===== src/rtl/pcm_strobe_pkg.sv =====
package pcm_strobe_pkg;

    localparam int unsigned DEF_SLOTS     = 32;
    localparam int unsigned DEF_BITS      = 8;
    localparam int unsigned DEF_VOICE_CH  = 30;
    localparam int unsigned DEF_SIG_SLOT  = 16;

    typedef struct packed {
        logic first;
        logic last;
    } frame_mark_t;

    // Voice channel (1-based) to timeslot; the signalling slot is skipped.
    function automatic int chan_slot(input int ch, input int sig_slot);
        return (ch < sig_slot) ? ch : ch + 1;
    endfunction

endpackage


===== src/rtl/frame_pos_counter.sv =====
module frame_pos_counter
    import pcm_strobe_pkg::*;
#(
    parameter int unsigned SLOTS = DEF_SLOTS,
    parameter int unsigned BPS   = DEF_BITS,
    localparam int unsigned SW   = $clog2(SLOTS),
    localparam int unsigned BW   = $clog2(BPS)
) (
    input  logic          clk,
    input  logic          rst,
    output logic [SW-1:0] slot_q,
    output logic [BW-1:0] bit_q,
    output frame_mark_t   mark
);

    localparam logic [SW-1:0] SLOT_LAST = SW'(SLOTS - 1);
    localparam logic [BW-1:0] BIT_LAST  = BW'(BPS - 1);

    always_ff @(posedge clk) begin
        if (rst) begin
            slot_q <= '0;
            bit_q  <= '0;
        end else if (bit_q == BIT_LAST) begin
            bit_q  <= '0;
            slot_q <= (slot_q == SLOT_LAST) ? '0 : slot_q + 1'b1;
        end else begin
            bit_q  <= bit_q + 1'b1;
        end
    end

    always_comb begin
        mark.first = (slot_q == '0) && (bit_q == '0);
        mark.last  = (slot_q == SLOT_LAST) && (bit_q == BIT_LAST);
    end

endmodule


===== src/rtl/slot_strobe_decoder.sv =====
module slot_strobe_decoder
    import pcm_strobe_pkg::*;
#(
    parameter int unsigned SLOTS    = DEF_SLOTS,
    parameter int unsigned BPS      = DEF_BITS,
    parameter int unsigned VOICE_CH = DEF_VOICE_CH,
    parameter int unsigned SIG_SLOT = DEF_SIG_SLOT,
    localparam int unsigned SW      = $clog2(SLOTS),
    localparam int unsigned BW      = $clog2(BPS)
) (
    input  logic                clk,
    input  logic                rst,
    input  logic [SW-1:0]       slot_q,
    input  logic [BW-1:0]       bit_q,
    output logic [VOICE_CH-1:0] fs_q
);

    // The strobe is registered: decode one bit early so the pulse lands in the last bit.
    localparam logic [BW-1:0] BIT_ARM = BW'(BPS - 2);

    logic [VOICE_CH-1:0] arm;

    for (genvar k = 0; k < VOICE_CH; k++) begin : g_chan
        localparam int TS = chan_slot(k + 1, SIG_SLOT);
        assign arm[k] = (slot_q == SW'(TS - 1)) && (bit_q == BIT_ARM);
    end

    always_ff @(posedge clk) begin
        if (rst) fs_q <= '0;
        else     fs_q <= arm;
    end

endmodule


===== src/rtl/pcm_strobe_gen.sv =====
module pcm_strobe_gen
    import pcm_strobe_pkg::*;
#(
    parameter int unsigned SLOTS    = DEF_SLOTS,
    parameter int unsigned BPS      = DEF_BITS,
    parameter int unsigned VOICE_CH = DEF_VOICE_CH,
    parameter int unsigned SIG_SLOT = DEF_SIG_SLOT,
    localparam int unsigned SW      = $clog2(SLOTS),
    localparam int unsigned BW      = $clog2(BPS)
) (
    input  logic                clk,
    input  logic                rst,
    output logic [SW-1:0]       slot_idx,
    output logic [BW-1:0]       bit_idx,
    output logic                frame_start,
    output logic                frame_end,
    output logic [VOICE_CH-1:0] codec_fs
);

    frame_mark_t mark;

    frame_pos_counter #(.SLOTS(SLOTS), .BPS(BPS)) cnt_i (
        .clk    (clk),
        .rst    (rst),
        .slot_q (slot_idx),
        .bit_q  (bit_idx),
        .mark   (mark)
    );

    slot_strobe_decoder #(
        .SLOTS(SLOTS), .BPS(BPS), .VOICE_CH(VOICE_CH), .SIG_SLOT(SIG_SLOT)
    ) dec_i (
        .clk    (clk),
        .rst    (rst),
        .slot_q (slot_idx),
        .bit_q  (bit_idx),
        .fs_q   (codec_fs)
    );

    assign frame_start = mark.first;
    assign frame_end   = mark.last;

endmodule


===== config.mk =====
export PLATFORM = sky130hd
export DESIGN_NAME = pcm_strobe_gen
export DESIGN_NICKNAME = d
export VERILOG_FILES = /design/src/rtl/pcm_strobe_pkg.sv /design/src/rtl/frame_pos_counter.sv /design/src/rtl/slot_strobe_decoder.sv /design/src/rtl/pcm_strobe_gen.sv
export SDC_FILE = /design/constraint.sdc
export NUM_CORES = 1
export LEC_CHECK = 0
export ABC_CLOCK_PERIOD_IN_PS = 1300
export BUFFER_PORTS_ARGS = -buffer_cell sky130_fd_sc_hd__buf_2
export CELL_PAD_IN_SITES_DETAIL_PLACEMENT = 1
export CELL_PAD_IN_SITES_GLOBAL_PLACEMENT = 1
export CORE_ASPECT_RATIO = 0.8
export CORE_MARGIN = 3
export CORE_UTILIZATION = 33
export DETAILED_ROUTE_END_ITERATION = 8
export GPL_ROUTABILITY_DRIVEN = 0
export MAX_ROUTING_LAYER = met4
export PLACE_DENSITY_LB_ADDON = 0.1
export SLEW_MARGIN = 10
export SYNTH_ARGS = -nofsm -noshare
export SYNTH_HDL_FRONTEND = slang
export SYNTH_SLANG_ARGS = --single-unit

===== constraint.sdc =====
create_clock -name clk -period 1.3 [get_ports clk]
set_input_delay 0.26 -clock clk [delete_from_list [all_inputs] [get_ports clk]]
set_output_delay 0.26 -clock clk [all_outputs]
set_load 0.01 [all_outputs]

* After elaboration in Yosys (flattened, before gate mapping) *
Cells that the tools add are included.

operators by class
  $add $sub $neg = 2
  eq/ne operators = 32
  muxes and demuxes = 1
  reductions and logical operators = 35

operator list
  kind                 count
  $eq 5x5->1 const B   16
  $eq 5x4->1 const B   7
  $logic_and 1x1->1    32
  $eq 5x3->1 const B   4
  $eq 5x2->1 const B   2
  $eq 3x3->1 const B   2
  $add 5x1->5 const B  1
  $eq 5x1->1 const B   1
  $logic_not 5->1      1
  $mux 5               1
  $add 3x1->3 const B  1
  $logic_not 3->1      1
  $reduce_or 2->1      1

storage, ports and cells
  register bits = 38
  input bits = 2
  output and inout bits = 40
  logic and storage cells = 73

* Depth between registers and ports, before layout *
Gate-level depths: netlist of run 1.

  depth after elaboration = 2
  gate-level depth with buffers = 6
  depth with buffers taken out = 6

* By module *
A second synthesis of run 1 with hierarchy kept.

second synthesis, totals
  cells, all modules = 122
  area, all modules = 1,382.6 µm²

modules (own cells, without submodules)
  module               times used  cells an instance  area each (µm²)  seq. area each (µm²)
  slot_strobe_decoder  1           80                 953.4            600.6
  frame_pos_counter    1           42                 429.2            160.2

* Worst setup path after synthesis of run 1 *
Ideal clock, no wire load.

  kind = register to register
  start = register cnt_i.slot_q[0]
  end = register cnt_i.slot_q[2]
  library setup time = 0.064 ns
  data arrival time = 1.396 ns
  required time = 1.236 ns
  setup slack = -0.160 ns
  cell stages (with the launch flop) = 7
  path buffers = 0
  clock period less this slack = 1.460 ns
  path through = dfxtp_1 > ha_1 > and3_1 > ha_1 > nor4bb_1 > a21oi_1 > nor2_1

between the ends
  cells in the longest elaborated chain, start to end = 2
  elaborated cells on any way between the ends = 3
  classes of those cells = add/sub: 1; eq/ne: 1; mux: 1

ends and longest elaborated chain
  element                                    line                     RTL
  from (decl)                                frame_pos_counter.sv:11  output logic [SW-1:0] slot_q,
  from (signal assigned)                     frame_pos_counter.sv:25  slot_q <= (slot_q == SLOT_LAST) ? '0 : slot_q + 1'b1;
  $add 5x1->5 or $eq 5x5->1 (tied branches)  frame_pos_counter.sv:25
  $mux 5 *                                   frame_pos_counter.sv:25

Every way passes the cells marked *; elsewhere a longest branch is shown, timed or not.
A chain may end at the register's enable or synchronous reset.

* Worst setup path in the final report of run 1 *
  start = register cnt_i.slot_q[0]
  end = output frame_end

between the ends
  cells in the longest elaborated chain, start to end = 2

ends and longest elaborated chain
  element            line                     RTL
  $eq 5x5->1         frame_pos_counter.sv:33  mark.last = (slot_q == SLOT_LAST) && (bit_q == BIT_LAST);
  $logic_and 1x1->1  frame_pos_counter.sv:33
  to (decl)          pcm_strobe_gen.sv:16     output logic frame_end,

Every way passes these cells.

==> out/results.ini, run 1 <==
[status]
status=finished with violations
violations=negative setup slack

[synth]
yosysUniqueCellTypes=27
ys_seq_elements=38
synth_area_um2=1320
ys.flop_type=dfxtp_1
syn_nets=141
yosys.cell_count.top_type=dfxtp_1
avgSynthCellArea_um2=10.3
yosys_warnings=0
synth-seq-area-share_pct=57.5
yosysTopAreaCell=dfxtp_1
synthArstFlopShare_pct=0
postSynthCellCount=129
synth_area_leaders=dfxtp_1, ha_1, nor2_1
synth.top_cell.area_share_pct=57.5
synth-edff-count=0
synth_common_cells=dfxtp_1, nor2_1, ha_1

[timing]
setup_ws_ps=-367
clock.fmax_mhz=600
slew_headroom_pct=74.8
totalNegativeSetupSlack_ps=-1090
worst_slew_pin_slew_ps=379
hold_viol=0
hold_ws_ps=384
finalSetupViolations=7
rsz0062_at_grt=true
fin_crit_ps=1670
finClkSkew_ps=3.59
drv_slew=0
finalCritPeriodShare_pct=128

[routing]
drt_wl_total_mm=3.73
drc=0
via_count=1117
viasPerCell=4.52
routedWlPerCell_um=15.1
drt_pass1_iterations=4
drt_iter0_markers=35
ant_nets=0

[place]
portBuffers=41
hpwl_mm=2.69
dp_cells=232

[cts]
cts-htree-levels=2
cts_tree=done
cts_sinks=38
cts.root.buffer_cell=clkbuf_8
cts-buffers-inserted=5
path_clk_slew_ps=70
ctsHoldBuffers=0
clock_path_buffers=2
worstSkewPairLatency_ps=290

[setup_path]
reg2regPathDepth=7
cp_cell_sequence=ha_4 -> and3_4 -> ha_4 -> and2_4 -> buf_6
cp_top_family=flip-flops
cp_data_arrival_time_ps=1410
cp.depth=5
crit_required_ps=1040
slowest_delay_ps=360
worst_path_most_repeated_cell=ha_4
worstSetupPathType=flip-flop to primary output
critPathLaunchType=flip-flop
cp_num_buf_inv=1
critPathCaptureType=primary output
cp_max_fo=3
critical-path-slowest-cell=dfxtp_4

[pwr]
vdd_drop_max_mv=0.695
cellLeakagePower_nw=0.894
pwr-share-comb_pct=5.1
power_switching_uw=484
swShare_pct=22.7
powerDensity_nw_per_um2=1090
seq_power_share_pct=55.3
clkPwrFrac_pct=39.7
p_int_mw=1.65

[layout]
syn_to_final_growth_pct=47.8
n_antenna_cell=0
final_cells=247
fin_util_pct=53.7
nets=206
drive_above_1_share_pct=50.8

[floorplanning]
initial_core_util_pct=36.4
ios=42
dieArea_um2=4810
fp.dieW_um=76.8
core_area_um2=3640
die_h_um=62.6
std_cell_rows=19

[min_path]
whs_path_depth=4
hold_path_class=primary input to flip-flop

[global_routing]
grt_pass1_wl_mm=6.02
grt_pass1_vias=1202
antenna_found_initial=0
overflow=0
grtUsageTotal_pct=16.5
grt_max_degree=13

[run]
drv_cap=0

power groups by stage:
stage          Combinational [mW]  Sequential (mW)  Clock (mW)
5_1_grt                     0.119             1.18       0.925
6_report                    0.108             1.18       0.846
3_3_place_gp               0.0919             1.21           0
3_5_place_dp               0.0953             1.21           0
4_1_cts                    0.0999             1.18       0.854
2_1_floorplan              0.0521             1.21           0
registers in the layout, summed over array words and instances (netlist names):
name and count:
dec_i.fs_q 30, cnt_i.slot_q 5, cnt_i.bit_q 3
cell type report:
class | count | area (µm²)
Clock buffer | 6 | 82.6
Clock inverter | 2 | 11.3
Fill cell | 415 | 1680
Inverter | 5 | 18.8
Multi-Input combinational cell | 80 | 608
Sequential cell | 38 | 774
Tap cell | 52 | 65.1
Timing Repair Buffer | 64 | 394
worst register-to-register path, stage by stage, from the launching register on:
cell      delay, ps
dfxtp_4         360
ha_4            150
and3_4          180
buf_4           140
ha_4            170
nor4bb_2        280
a21oi_1          70
nor2_1           80
per-layer routing:
metal | vias to the layer above | GRT usage (%) | share of wire [%]
li1 | 545 | - | -
met1 | 533 | 18.6 | 44
met2 | 35 | 27.5 | 49
met3 | 4 | 5.48 | 5.9
met4 | 0 | 5.66 | 0.78
met5 | - | - | 0
stage by stage:
stage          power [mW]  area, µm²  setup slack (ps)
5_1_grt              2.22       1950              -409
6_report             2.13       1950              -367
3_3_place_gp         1.30       1700             -77.7
4_1_cts              2.13       1850              -356
2_1_floorplan        1.26       1350             -18.1
3_5_place_dp         1.30       1700             -92.8
final timing paths:
check        slack, ps            start              end
max reg2reg       -190  cnt_i.slot_q[0]  cnt_i.slot_q[2]
min reg2reg        440   cnt_i.bit_q[0]   cnt_i.bit_q[0]
max               -370  cnt_i.slot_q[0]        frame_end
min                380              rst    dec_i.fs_q[6]
timing repair:
action	CTS	global route
endpoints found under the setup margin	6	22
buffers inserted	3	3
pin swaps	3	7
hold endpoints to repair	0	0
resized for setup	9	14
gates cloned	0	1
cell families (layout without fill, tap and decap cells):
kind of cell             after synthesis  after routing  share of synthesized area [%]
AND/OR/NAND/NOR                       63             64                           24.7
multiplexers                           1              1                          0.757
buffers and inverters                 12             77                           5.39
flip-flops                            38             38                           57.5
adder cells (fa/ha/maj)               10             10                           9.46
XOR/XNOR                               1              1                          0.662
AO/OA/AOI/OAI                          4              4                           1.51
cell usage in the layout, fill, tap and decap left out, types with 2 or more instances in the layout:
cell / Yosys / final
dfxtp_4: 0 / 2
nand2b_1: 2 / 2
ha_4: 0 / 5
nand3_2: 0 / 2
nand3_1: 5 / 3
nand4_1: 5 / 5
dfxtp_1: 38 / 31
buf_2: 2 / 39
a21oi_1: 3 / 3
nand2_1: 4 / 4
inv_1: 5 / 4
buf_4: 0 / 22
ha_1: 10 / 4
nor3b_1: 3 / 2
clkbuf_8: 0 / 6
dfxtp_2: 0 / 5
buf_6: 3 / 3
nor2_1: 33 / 33
Power figures use the tool's default switching activity.
==> run 2, diff against run 1 <==
--- a/config.mk
+++ b/config.mk
@@ -9,13 +9,13 @@
 export BUFFER_PORTS_ARGS = -buffer_cell sky130_fd_sc_hd__buf_2
 export CELL_PAD_IN_SITES_DETAIL_PLACEMENT = 1
 export CELL_PAD_IN_SITES_GLOBAL_PLACEMENT = 1
-export CORE_ASPECT_RATIO = 0.8
 export CORE_MARGIN = 3
 export CORE_UTILIZATION = 33
 export DETAILED_ROUTE_END_ITERATION = 8
 export GPL_ROUTABILITY_DRIVEN = 0
 export MAX_ROUTING_LAYER = met4
 export PLACE_DENSITY_LB_ADDON = 0.1
+export SKIP_CTS_REPAIR_TIMING = 1
 export SLEW_MARGIN = 10
 export SYNTH_ARGS = -nofsm -noshare
 export SYNTH_HDL_FRONTEND = slang
==> out/results.ini, run 2 (synthesis results as in run 1) <==
[place]
dpl_cell_area_um2=1690  ; -0.74%
dpl_worst_slack_ps=-98.7  ; -5.91 ps
hpwl_mm=2.43  ; -9.7%
portBuffers=41  ; unchanged

[cts]
cts_tree=done
path_clk_slew_ps=70  ; about the same
cts.root.buffer_cell=clkbuf_8
cts_sinks=38  ; unchanged
cts-buffers-inserted=5  ; unchanged
worstSkewPairLatency_ps=290  ; about the same
cts-htree-levels=2  ; unchanged
clock_path_buffers=2  ; unchanged

[setup_path]
worstSetupPathType=flip-flop to primary output
critical-path-slowest-cell=dfxtp_4
cp-startpoint=cnt_i.slot_q[1]
critPathCaptureType=primary output
ff2ff_setup_slack_ps=-200  ; about the same
r2r_end=cnt_i.slot_q[2]
cp_data_arrival_time_ps=1420  ; about the same
slowest_delay_ps=370  ; about the same
cp_cell_sequence=ha_4 -> and3_4 -> ha_4 -> and2_4 -> buf_6
crit_required_ps=1040  ; about the same
cp_max_fo=4  ; +1
critPathLaunchType=flip-flop
r2r-start=cnt_i.slot_q[1]
worst_path_most_repeated_cell=ha_4
reg2regPathDepth=7  ; unchanged

[floorplanning]
fp.dieW_um=69.3  ; -9.7%
ios=42  ; unchanged
die_h_um=69.3  ; +11%
initial_core_util_pct=35.1  ; -1.3 points
std_cell_rows=22  ; +3
dieArea_um2=4800  ; about the same
core_area_um2=3770  ; +3.7%

[global_routing]
grt_max_degree=12  ; -1
grt_pass1_vias=1044  ; -13%
grt_pass1_wl_mm=5.11  ; -15%
gr-usage-met2_pct=23.6  ; -3.9 points
use_met3_pct=4.35  ; -1.1 points
grtUsageTotal_pct=14.0  ; -2.6 points
antenna_found_initial=0  ; unchanged
busiest_layer=met2
use_met1_pct=15.1  ; -3.6 points
overflow=0  ; unchanged

[layout]
mostFrequentLayoutCells=buf_2, nor2_1, dfxtp_1
seq_area_um2=772  ; -0.32%
mostFrequentLayoutCell=buf_2
drive_above_1_share_pct=46.3  ; -4.5 points
nets=202  ; -1.9%
regMostFlops=dec_i.fs_q
reg.largest.list=dec_i.fs_q x30, cnt_i.slot_q x5, cnt_i.bit_q x3
largest_register_ffs=30  ; unchanged
n_antenna_cell=0  ; unchanged
fillers=435  ; +4.8%
syn_to_final_growth_pct=41.5
final_area_um2=1870  ; -4.2%
multiInputGateArea_um2=574  ; -5.6%

[routing]
drc=0  ; unchanged
drt_iter0_markers=23  ; -34%
viasPerCell=4.41  ; -2.4%
drt_pass1_iterations=4  ; unchanged
ant_nets=0  ; unchanged
routedWlPerCell_um=13.2  ; -13%
via_count=1050  ; -6.0%
drt_wl_total_mm=3.14  ; -16%

[timing]
worst_slew_pin_slew_ps=398  ; +19.1 ps
hold_viol=0  ; unchanged
slew_headroom_pct=73.5  ; -1.3 points
setup_ws_ps=-377  ; -10.7 ps
fin_crit_ps=1680  ; +10.7 ps
hold_ws_ps=293  ; -90.3 ps
finalSetupViolations=7  ; unchanged
finalCritPeriodShare_pct=129  ; +0.83 points
finClkSkew_ps=5.46  ; +1.86 ps
drv_slew=0  ; unchanged
clock.fmax_mhz=596  ; -0.64%
rsz0062_at_grt=true

[min_path]
hold_path_class=primary input to flip-flop
whs_path_depth=2  ; -2
hp-start=rst
hold-path-endpoint=cnt_i.slot_q[2]

[status]
status=finished with violations
violations=negative setup slack

[pwr]
cellLeakagePower_nw=0.863  ; -3.5%
power_mw=2.01  ; -5.7%
powerDensity_nw_per_um2=1070  ; -1.5%
vdd_drop_max_mv=0.384  ; -45%

[run]
drv_cap=0  ; unchanged

run 2: changes by cell type in the layout (fill, tap and decap cells not counted), sizes merged:
cell	change
clkbuf	-1
buf	-4
inv	-1
clkinv	+1
run 2: worst max-delay path by stage:
stage,depth (start not counted),slack [ps],to
global placement,5,-80,frame_end
global route,5,-420,frame_end
floorplan,6,-20,cnt_i.slot_q[2]
finish,5,-380,frame_end
CTS,5,-420,frame_end
detailed placement,5,-100,frame_end
run 2: critical path: cells and delay by family, from the launching register on:
kind | cells | cell delay [ps]
DFF | 1 | 370
and+or+nand+nor | 2 | 340
adders and majority gates | 2 | 310
buffers and inverters | 1 | 110
run 2: routing by layer:
layer	vias to the layer above	wire [µm]
li1	533	-
met5	-	0
met1	475	1330
met4	0	66
met3	8	187
met2	34	1560
run 2: per-stage QoR:
step | cells | setup TNS, ps | util, %
final | 238 | -1100 | 49.6
after global routing | 238 | -1550 | 49.6
after CTS | 234 | -842 | 46.8
after detailed placement | 227 | -171 | 44.7
after global placement | 227 | -93.4 | 44.7
after floorplan | 129 | -18.1 | -
run 2: final cells by class:
cell class              instances  share of cell area (%)
clock inverters                 2                   0.535
flip-flops and latches         38                    41.2
repair buffers                 60                    19.7
inverters                       5                    1.00
clock buffers                   5                    3.68
multi-input cells              80                    30.7
well taps                      48                    3.21
run 2: power by group:
part	total, mW	leakage, nW	internal, mW	switching (mW)
sequential	1.18	0.309	1.17	0.00585
combinational	0.100	0.510	0.0486	0.0516
clock	0.736	0.0438	0.359	0.377
==> run 3, diff against run 2 <==
--- a/config.mk
+++ b/config.mk
@@ -6,17 +6,17 @@
 export NUM_CORES = 1
 export LEC_CHECK = 0
 export ABC_CLOCK_PERIOD_IN_PS = 1300
-export BUFFER_PORTS_ARGS = -buffer_cell sky130_fd_sc_hd__buf_2
 export CELL_PAD_IN_SITES_DETAIL_PLACEMENT = 1
 export CELL_PAD_IN_SITES_GLOBAL_PLACEMENT = 1
 export CORE_MARGIN = 3
-export CORE_UTILIZATION = 33
+export CORE_UTILIZATION = 35
+export CTS_BUF_LIST = sky130_fd_sc_hd__clkbuf_16
 export DETAILED_ROUTE_END_ITERATION = 8
+export DONT_BUFFER_PORTS = 1
 export GPL_ROUTABILITY_DRIVEN = 0
 export MAX_ROUTING_LAYER = met4
 export PLACE_DENSITY_LB_ADDON = 0.1
 export SKIP_CTS_REPAIR_TIMING = 1
-export SLEW_MARGIN = 10
 export SYNTH_ARGS = -nofsm -noshare
 export SYNTH_HDL_FRONTEND = slang
 export SYNTH_SLANG_ARGS = --single-unit
==> out/results.ini, run 3 (synthesis results as in run 1) <==
[layout]
fin_util_pct=50.4  ; +0.81 points
largest_register_ffs=30  ; unchanged
mostFrequentLayoutCells=nor2_1, dfxtp_1, buf_4
drive_above_1_share_pct=31.3  ; -15 points
regMostFlops=dec_i.fs_q
reg.largest.list=dec_i.fs_q x30, cnt_i.slot_q x5, cnt_i.bit_q x3
final_cells=196  ; -18%
nets=161  ; -20%
n_antenna_cell=0  ; unchanged
syn_to_final_growth_pct=33.3

[timing]
finClkSkew_ps=2.66  ; -2.80 ps
rsz0062_at_grt=true
finalCritPeriodShare_pct=119  ; -10 points
finalSetupViolations=6  ; -1
totalNegativeSetupSlack_ps=-719  ; +383 ps
fin_crit_ps=1540  ; -133 ps
hold_viol=0  ; unchanged
slew_headroom_pct=75.3  ; +1.8 points
worst_slew_pin_slew_ps=370  ; -27.3 ps
setup_ws_ps=-244  ; +133 ps
clock.fmax_mhz=647  ; +8.6%
drv_slew=0  ; unchanged

[cts]
cts.root.buffer_cell=clkbuf_16
cts-buffers-inserted=5  ; unchanged
cts_tree=done
clock_path_buffers=2  ; unchanged
cts_sinks=38  ; unchanged
worstSkewPairLatency_ps=270  ; -20 ps
path_clk_slew_ps=60  ; about the same
cts-htree-levels=2  ; unchanged

[setup_path]
cp_max_fo=4  ; unchanged
worstSetupPathType=flip-flop to primary output
cp_data_arrival_time_ps=1280  ; -140 ps
reg2regPathDepth=7  ; unchanged
worst_path_most_repeated_cell=ha_4
cp_cell_sequence=ha_4 -> and3_4 -> ha_4 -> and2_4
critPathLaunchType=flip-flop
crit_required_ps=1040  ; about the same
critPathCaptureType=primary output
critical-path-slowest-cell=dfxtp_4
slowest_delay_ps=360  ; about the same

[floorplanning]
std_cell_rows=21  ; -4.5%
initial_core_util_pct=37.8  ; +2.8 points
core_area_um2=3490  ; -7.3%
ios=42  ; unchanged
dieArea_um2=4550  ; -5.2%
die_h_um=67.5  ; -2.6%
fp.dieW_um=67.5  ; -2.6%

[status]
status=finished with violations
violations=negative setup slack

[pwr]
cellLeakagePower_nw=0.687  ; -20%
powerDensity_nw_per_um2=1600  ; +49%
vdd_drop_max_mv=0.731  ; +90%
power_mw=2.82  ; +40%

[run]
drv_cap=0  ; unchanged

[routing]
drt_wl_total_mm=3.10  ; -1.5%
drc=0  ; unchanged
viasPerCell=4.76  ; +7.8%
routedWlPerCell_um=15.8  ; +20%
ant_nets=0  ; unchanged
via_count=932  ; -11%
drt_pass1_iterations=2  ; -2
drt_iter0_markers=39  ; +70%

[place]
hpwl_mm=2.24  ; -7.7%
dp_cells=185  ; -19%
dpl_worst_slack_ps=-56.2  ; +42.6 ps
portBuffers=0  ; -100%

[min_path]
whs_path_depth=1  ; -1
hold_path_class=primary input to flip-flop

[global_routing]
grtUsageTotal_pct=15.5  ; +1.5 points
grt_pass1_wl_mm=4.89  ; -4.3%
overflow=0  ; unchanged
grt_pass1_vias=946  ; -9.4%
antenna_found_initial=0  ; unchanged
grt_max_degree=14  ; +2

## run 3: final timing paths
path | start | end | slack, ps
worst max-delay path | cnt_i.slot_q[1] | frame_end | -240
worst min register to register | cnt_i.bit_q[0] | cnt_i.bit_q[0] | 550
worst max register to register | cnt_i.slot_q[1] | cnt_i.slot_q[2] | -150
worst min-delay path | rst | cnt_i.slot_q[1] | 40
## run 3: area by class of cell
type | instances | area (µm²)
Timing Repair Buffer | 19 | 143
Inverter | 5 | 18.8
Multi-Input combinational cell | 80 | 578
Clock inverter | 3 | 68.8
Fill cell | 382 | 1730
Sequential cell | 38 | 772
Clock buffer | 5 | 125
Tap cell | 46 | 57.6
## run 3: power by group
part,switching [mW],total [mW],internal (mW)
Sequential,0.00683,1.18,1.17
Combinational,0.0474,0.0891,0.0416
Clock,0.456,1.56,1.10
Total,0.511,2.82,2.31
## run 3: worst max-delay path: cells and delay by family (launching register included)
kind / cells / cell delay (ps)
adders and majority gates: 2 / 310
DFF: 1 / 360
and+or+nand+nor: 2 / 340
## run 3: stage by stage
step / cell area [µm²] / hold slack [ps]
2_1_floorplan: 1350 / 447
3_3_place_gp: 1490 / 327
3_5_place_dp: 1490 / 329
4_1_cts: 1680 / 37.2
5_1_grt: 1760 / 30.9
6_report: 1760 / 40.2
## run 3: per-layer routing
layer  routed length [µm]  vias up  global-route usage (%)
met4                   53        0                    7.09
met2                 1670       30                    26.7
met1                 1170      440                    15.5
li1                     -      454                       -
met5                    0        -                       -
met3                  210        8                    5.49
